--- config.mk ---
export PLATFORM = sky130hd
export DESIGN_NAME = flag_stack_unit
export DESIGN_NICKNAME = d
export VERILOG_FILES = /design/src/rtl/flag_stack_pkg.sv /design/src/rtl/result_flag_eval.sv /design/src/rtl/status_flag_reg.sv /design/src/rtl/stack_pointer_ctl.sv /design/src/rtl/flag_stack_unit.sv
export SDC_FILE = /design/constraint.sdc
export NUM_CORES = 1
export LEC_CHECK = 0
export CAP_MARGIN = 15
export CORE_ASPECT_RATIO = 2
export CORE_MARGIN = 2
export CORE_UTILIZATION = 42
export CTS_CLUSTER_DIAMETER = 80
export CTS_CLUSTER_SIZE = 16
export DETAILED_ROUTE_END_ITERATION = 10
export PLACE_DENSITY = 0.74
export SYNTH_ARGS = -nofsm -noshare
export SYNTH_HDL_FRONTEND = slang
export SYNTH_SLANG_ARGS = --single-unit
--- constraint.sdc ---
create_clock -name clk -period 6.8 [get_ports clk]
set_input_delay 1.36 -clock clk [delete_from_list [all_inputs] [get_ports clk]]
set_output_delay 1.36 -clock clk [all_outputs]
set_load 0.02 [all_outputs]
--- src/rtl/flag_stack_pkg.sv ---
// Package: shared widths, flag bit positions, size and stack command encodings.
// Assumes a 64-bit word split into four power-of-two operand sizes from 8 bits up.
package flag_stack_pkg;

    localparam int WORD_W    = 64;
    localparam int FLAG_W    = 8;
    localparam int NUM_SIZES = 4;
    localparam int SIZE_W    = $clog2(NUM_SIZES);

    // Flag bit positions inside the status byte
    localparam int FB_C = 0;
    localparam int FB_Z = 1;
    localparam int FB_I = 2;
    localparam int FB_S = 3;
    localparam int FB_V = 6;
    localparam int FB_N = 7;

    localparam logic [FLAG_W-1:0] FLAG_USED  = 8'hCF;
    localparam logic [FLAG_W-1:0] FLAG_RESET = 8'h04;

    typedef enum logic [SIZE_W-1:0] {
        SZ_BYTE  = 2'd0,
        SZ_HALF  = 2'd1,
        SZ_WORD  = 2'd2,
        SZ_DWORD = 2'd3
    } op_size_e;

    typedef enum logic [1:0] {
        SP_HOLD = 2'd0,
        SP_INC  = 2'd1,
        SP_DEC  = 2'd2,
        SP_LOAD = 2'd3
    } sp_cmd_e;

    typedef struct packed {
        logic n;
        logic v;
        logic z;
        logic c;
    } alu_flags_t;

endpackage

--- src/rtl/result_flag_eval.sv ---
// Module: result_flag_eval
// Derives N, V, Z, C from an ALU result at the selected operand size.
// Assumes the ALU supplies carry and overflow per size boundary; purely combinational.
module result_flag_eval
    import flag_stack_pkg::*;
#(
    parameter int DATA_W = WORD_W,
    parameter int SIZES  = NUM_SIZES
) (
    input  logic [DATA_W-1:0]        result,
    input  logic [$clog2(SIZES)-1:0] size_sel,
    input  logic [SIZES-1:0]         carry_vec,
    input  logic [SIZES-1:0]         ovf_vec,
    output alu_flags_t               flags
);

    localparam int SEL_W = $clog2(SIZES);

    logic [SIZES-1:0] lane_neg;
    logic [SIZES-1:0] lane_zero;

    // One lane per operand size: sign bit and zero test of the low bits
    for (genvar k = 0; k < SIZES; k++) begin : g_lane
        localparam int MSB = (8 << k) - 1;
        assign lane_neg[k]  = result[MSB];
        assign lane_zero[k] = ~|result[MSB:0];
    end

    // Pick the lane matching the active operand size
    always_comb begin
        flags.n = lane_neg[size_sel];
        flags.z = lane_zero[size_sel];
        flags.c = carry_vec[size_sel];
        flags.v = ovf_vec[size_sel];
    end

    logic unused_sel;
    assign unused_sel = ^{SEL_W{1'b0}};

endmodule

--- src/rtl/status_flag_reg.sv ---
// Module: status_flag_reg
// Holds the status byte; merges an ALU flag update with set/clear commands.
// Commands override the ALU update; set beats clear; unused bits stay zero.
module status_flag_reg
    import flag_stack_pkg::*;
#(
    parameter int                FW       = FLAG_W,
    parameter logic [FW-1:0]     USED     = FLAG_USED,
    parameter logic [FW-1:0]     RST_VAL  = FLAG_RESET
) (
    input  logic          clk,
    input  logic          rst_n,
    input  logic          alu_valid,
    input  alu_flags_t    alu_flags,
    input  logic [FW-1:0] cmd_set,
    input  logic [FW-1:0] cmd_clr,
    output logic [FW-1:0] flags_q
);

    logic [FW-1:0] flags_d;

    // Next-state: apply ALU result flags, then commands, then mask
    always_comb begin
        flags_d = flags_q;
        if (alu_valid) begin
            flags_d[FB_N] = alu_flags.n;
            flags_d[FB_V] = alu_flags.v;
            flags_d[FB_Z] = alu_flags.z;
            flags_d[FB_C] = alu_flags.c;
        end
        flags_d = (flags_d & ~cmd_clr) | cmd_set;
        flags_d = flags_d & USED;
    end

    // Register the status byte with synchronous reset
    always_ff @(posedge clk) begin
        if (!rst_n) flags_q <= RST_VAL;
        else        flags_q <= flags_d;
    end

endmodule

--- src/rtl/stack_pointer_ctl.sv ---
// Module: stack_pointer_ctl
// Stack pointer with hold/increment/decrement/load; saturates when protected.
// Protection is sampled from the registered flag; fault is a registered pulse.
module stack_pointer_ctl
    import flag_stack_pkg::*;
#(
    parameter int                DATA_W  = WORD_W,
    parameter logic [DATA_W-1:0] SP_INIT = '0
) (
    input  logic              clk,
    input  logic              rst_n,
    input  sp_cmd_e           op,
    input  logic [DATA_W-1:0] load_val,
    input  logic              protect,
    output logic [DATA_W-1:0] sp_q,
    output logic              fault_q
);

    localparam logic [DATA_W-1:0] SP_MAX = '1;
    localparam logic [DATA_W-1:0] SP_MIN = '0;
    localparam logic [DATA_W-1:0] ONE    = DATA_W'(1);

    logic [DATA_W-1:0] sp_d;
    logic              blocked;

    // Decide the next pointer value and whether the move is blocked
    always_comb begin
        sp_d    = sp_q;
        blocked = 1'b0;
        unique case (op)
            SP_INC: begin
                if (protect && sp_q == SP_MAX) blocked = 1'b1;
                else                           sp_d    = sp_q + ONE;
            end
            SP_DEC: begin
                if (protect && sp_q == SP_MIN) blocked = 1'b1;
                else                           sp_d    = sp_q - ONE;
            end
            SP_LOAD: sp_d = load_val;
            default: sp_d = sp_q;
        endcase
    end

    // Register the pointer and the fault pulse
    always_ff @(posedge clk) begin
        if (!rst_n) begin
            sp_q    <= SP_INIT;
            fault_q <= 1'b0;
        end else begin
            sp_q    <= sp_d;
            fault_q <= blocked;
        end
    end

endmodule

--- src/rtl/flag_stack_unit.sv ---
// Module: flag_stack_unit (top)
// Status flags computed at the active operand size plus a protected stack pointer.
// Assumes one ALU result per cycle at most; all outputs come from registers.
module flag_stack_unit
    import flag_stack_pkg::*;
#(
    parameter logic [63:0] SP_INIT = 64'h0
) (
    input  logic        clk,
    input  logic        rst_n,
    input  logic        alu_valid,
    input  logic [1:0]  alu_size,
    input  logic [63:0] alu_result,
    input  logic [3:0]  alu_carry_vec,
    input  logic [3:0]  alu_ovf_vec,
    input  logic [7:0]  flag_set,
    input  logic [7:0]  flag_clr,
    input  logic [1:0]  sp_op,
    input  logic [63:0] sp_load_val,
    output logic [63:0] status_word,
    output logic        int_mask,
    output logic [63:0] stack_ptr,
    output logic        stack_fault
);

    localparam int PAD_W = WORD_W - FLAG_W;

    alu_flags_t        eval_flags;
    logic [FLAG_W-1:0] flags_q;
    sp_cmd_e           sp_cmd;

    // Convert the raw command code to the enum
    always_comb sp_cmd = sp_cmd_e'(sp_op);

    result_flag_eval #(.DATA_W(WORD_W), .SIZES(NUM_SIZES)) u_eval (
        .result    (alu_result),
        .size_sel  (alu_size),
        .carry_vec (alu_carry_vec),
        .ovf_vec   (alu_ovf_vec),
        .flags     (eval_flags)
    );

    status_flag_reg #(.FW(FLAG_W), .USED(FLAG_USED), .RST_VAL(FLAG_RESET)) u_flags (
        .clk       (clk),
        .rst_n     (rst_n),
        .alu_valid (alu_valid),
        .alu_flags (eval_flags),
        .cmd_set   (flag_set),
        .cmd_clr   (flag_clr),
        .flags_q   (flags_q)
    );

    stack_pointer_ctl #(.DATA_W(WORD_W), .SP_INIT(SP_INIT)) u_sp (
        .clk      (clk),
        .rst_n    (rst_n),
        .op       (sp_cmd),
        .load_val (sp_load_val),
        .protect  (flags_q[FB_S]),
        .sp_q     (stack_ptr),
        .fault_q  (stack_fault)
    );

    // Widen the flag byte into the status word
    assign status_word = {{PAD_W{1'b0}}, flags_q};
    assign int_mask    = flags_q[FB_I];

endmodule

==> flow_metrics.env <==
export IMPL_run_status="finished, final reports clean"
export IMPL_drt_first_iter_violations=848
export IMPL_antenna_found_initial=0
export IMPL_cts_reportedPaths_clkPinSlew_ps=60
export IMPL_fillerInstances=2015
export IMPL_final_min_period_over_clock_period_pct=82.50
export IMPL_final_min_clock_period_ps=5610
export IMPL_cts_hold_buffers=0
export IMPL_finalMaxSlewViolations=0
export IMPL_globalRoute_totalOverflow=0
export IMPL_post_dp_cell_area_um2=10650
export IMPL_synth_enable_flop_cells=0
export IMPL_netlist_area_um2=8652
export IMPL_num_antenna_cells=0
export IMPL_first_pass_grt_wire_length_um=53580
export IMPL_timing_critical_path_buf_inv=4
export IMPL_syn_area_cell_um2=6.520
export IMPL_final_area_um2=10900
export IMPL_cts_tree="done"
export IMPL_skew_ps=6.171
export IMPL_yosysWarnings=0
export IMPL_timing_final_setup_violations=0
export IMPL_portion_of_netlist_area_occupied_by_mux_cells_pct=2.184
export IMPL_crit_path_max_cell_delay_ps=540
export IMPL_yosys_top_cells_area="sky130_fd_sc_hd__dfxtp_1, sky130_fd_sc_hd__nor2_1, sky130_fd_sc_hd__o21ai_0"
export IMPL_total_routing_resource_utilization_after_global_routing_pct=31.23
export IMPL_tightest_slew_ps=747.3
export IMPL_post_synth_top_area_cell="sky130_fd_sc_hd__dfxtp_1"
export IMPL_fmaxAchievable_mhz=178.3
export IMPL_yosys_area_share_simple_pct=29.33
export IMPL_crit_chain="clkdlybuf4s50_1 -> inv_1 -> ha_1 -> buf_4 -> inv_1 -> or3_1 -> a32oi_1 -> o21ai_2 -> o41ai_4 -> a41oi_2 -> o31a_1 -> o21ai_2 -> xnor2_1 -> mux2i_1 -> a21oi_1"
export IMPL_post_synth_fa_ha_maj_area_fraction_pct=0.8677
export IMPL_chipWidth_um=105.5
export IMPL_critPathMaxFanout=25
export IMPL_maxSlewHeadroom_pct=50.18
export IMPL_grt_start_max_net_pins=72
export IMPL_cellPowerDensity_nw_per_um2=167.2
export IMPL_synth_top_cells_by_count="sky130_fd_sc_hd__nor2_1, sky130_fd_sc_hd__o21ai_0, sky130_fd_sc_hd__clkbuf_1"
export IMPL_synth_distinct_cells=80
export IMPL_htree_levels=3
export IMPL_cp_start_kind="primary input"
export IMPL_die_y_um=207.0
export IMPL_synth_compound_gate_area_share_pct=32.64
export IMPL_cap_viol_max_count=0
export IMPL_seq_area_frac_synth_pct=16.43
export IMPL_max_clock_path_buffers=2
export IMPL_finalHoldViolCount=0
export IMPL_cts_buffers=9
export IMPL_routabilityCongestion=0.9702
export IMPL_fin_setup_tns_ps=0
export IMPL_vias_per_cell=6.208
export IMPL_synthDominantCellAreaShare_pct=16.43
export IMPL_wire_per_inst_um=20.46
export IMPL_antenna_violating_nets_post_route=0
export IMPL_remaining_drc_errors=0
export IMPL_post_route_cells_drive_above_1_share_pct=3.936
export IMPL_synth_xor_xnor_area_share_pct=5.973
export IMPL_core_area_um2=20280
export IMPL_postCtsSetupBuffers=0
export IMPL_grt_setup_unrepaired="no"
export IMPL_clkLatencyLatePin_ps=360
export IMPL_synthCells=1327
export IMPL_ir_worst_vdd_uv=97.91
export IMPL_root_buffer="sky130_fd_sc_hd__clkbuf_16"
export IMPL_async_reset_ff_share_pct=0
export IMPL_cts_repair_resized=0
export IMPL_worst_setup_path_end_kind="flop"
export IMPL_critPathTopFamily="compound AO/OA/AOI/OAI gates"
export IMPL_yosysMostFrequentCell="sky130_fd_sc_hd__nor2_1"
export IMPL_slowest_stage="sky130_fd_sc_hd__o41ai_4"
export IMPL_buffer_ports_inserted=226
export IMPL_design_die_area_um2=21830
export IMPL_numClockSinks=71
export IMPL_p_leak_nw=3.823
export IMPL_dp_final_hpwl_um=26860
export IMPL_core_rowCount=74
export IMPL_hold_path_class="reg -> reg"
export IMPL_synth_top_family_by_area="compound AO/OA/AOI/OAI gates"
export IMPL_criticalPathCategory="in -> reg"
export IMPL_initial_utilization_pct=42.67
export IMPL_detail_route_wirelength_um=35070
export IMPL_flow_area_growth_from_synthesis_pct=25.97
export IMPL_via_count=10641
export IMPL_synth_main_ff_cell="sky130_fd_sc_hd__dfxtp_1"
export IMPL_firstDrtPassIters=6
export IMPL_io_pins=289
export IMPL_final_nets=1610
export IMPL_timing_critical_path_arrival_ps=5820
export IMPL_timing_critical_path_required_ps=7010
export IMPL_synth_seq_cells=71
export IMPL_first_global_vias=10176
[layout by cell type, fill, tap and decap left out, drive strengths merged, types with 17 or more instances in the layout]
master	netlist	routed
clkdlybuf4s50	0	226
nor2	190	190
o21ai	116	116
a21oi	103	103
nand2	94	94
dfxtp	71	71
conb	1	58
xnor2	55	55
nor3	38	38
nor4	35	35
nand3	34	34
a31oi	29	29
a22oi	28	28
or3	26	26
inv	26	26
nand4	21	21
o22ai	20	20
buf	90	17
[final timing paths]
path                      startpoint            endpoint  slack [ps]  cells past startpoint
hold / removal    u_flags.flags_q[2]  u_flags.flags_q[2]         490                      1
setup reg to reg        u_sp.sp_q[1]       u_sp.sp_q[52]        2730                     13
setup / recovery            sp_op[0]       u_sp.sp_q[55]        1190                     15
hold reg to reg   u_flags.flags_q[2]  u_flags.flags_q[2]         490                      1
[where the power goes]
group          switching, W  total (W)  internal (W)
clock network      0.000201   0.000441      0.000240
logic              0.000422   0.000775      0.000353
registers          0.000148   0.000606      0.000458
[routing by layer]
metal  global-route usage, %  part of all wire [%]
met5                       0                     0
met4                   25.00                   7.9
met3                   3.611                   5.6
met2                   59.86                    54
met1                   29.41                    33
[cell families after synthesis]
logic type	after synthesis
muxes	15
DFF	71
xor gates and xnor gates	59
adders and majority gates	6
buffers and inverters	219
other	1
AOI/OAI and AO/OA	434
and+or+nand+nor	522
[worst register-to-register path, cell delays in order, from the launching register on]
cell	delay [ps]
sky130_fd_sc_hd__dfxtp_1	590
sky130_fd_sc_hd__xor2_1	130
sky130_fd_sc_hd__ha_1	230
sky130_fd_sc_hd__or3_1	330
sky130_fd_sc_hd__a21oi_2	230
sky130_fd_sc_hd__o32ai_2	170
sky130_fd_sc_hd__a32o_1	300
sky130_fd_sc_hd__a22o_1	210
sky130_fd_sc_hd__nor4_1	460
sky130_fd_sc_hd__nor3_1	100
sky130_fd_sc_hd__or3_1	490
sky130_fd_sc_hd__xnor2_1	180
sky130_fd_sc_hd__or4_1	410
sky130_fd_sc_hd__a31oi_1	160
[area by class of cell]
cell class | instances | area (um^2) | area share (%)
clock buffer | 9 | 225.2 | 2.066
clock inverter | 5 | 27.53 | 0.2526
inverter | 26 | 97.59 | 0.8954
multi-input combinational | 1094 | 6392 | 58.65
sequential | 71 | 1421 | 13.04
tap | 266 | 332.8 | 3.054
timing repair buffer | 243 | 2402 | 22.04
[registers in the layout, indices dropped and copies added (netlist names)]
register         flops
u_sp.sp_q           64
u_sp.fault_q         1
u_flags.flags_q      6
[metrics by stage]
stage               hold WS [ps]  power, W  instances  utilization, %  worst slack [ps]
finish                     492.5  0.001822       1714           53.75              1190
global placement           479.7  0.001362       1700           52.51             952.8
detailed placement         485.0  0.001375       1700           52.51             863.0
global route               548.3  0.001910       1714           53.75             897.3
floorplan                  488.1  0.001085       1384               -             452.5
CTS                        499.1  0.001818       1714           53.75              1232
Power figures use the tool's default switching activity.
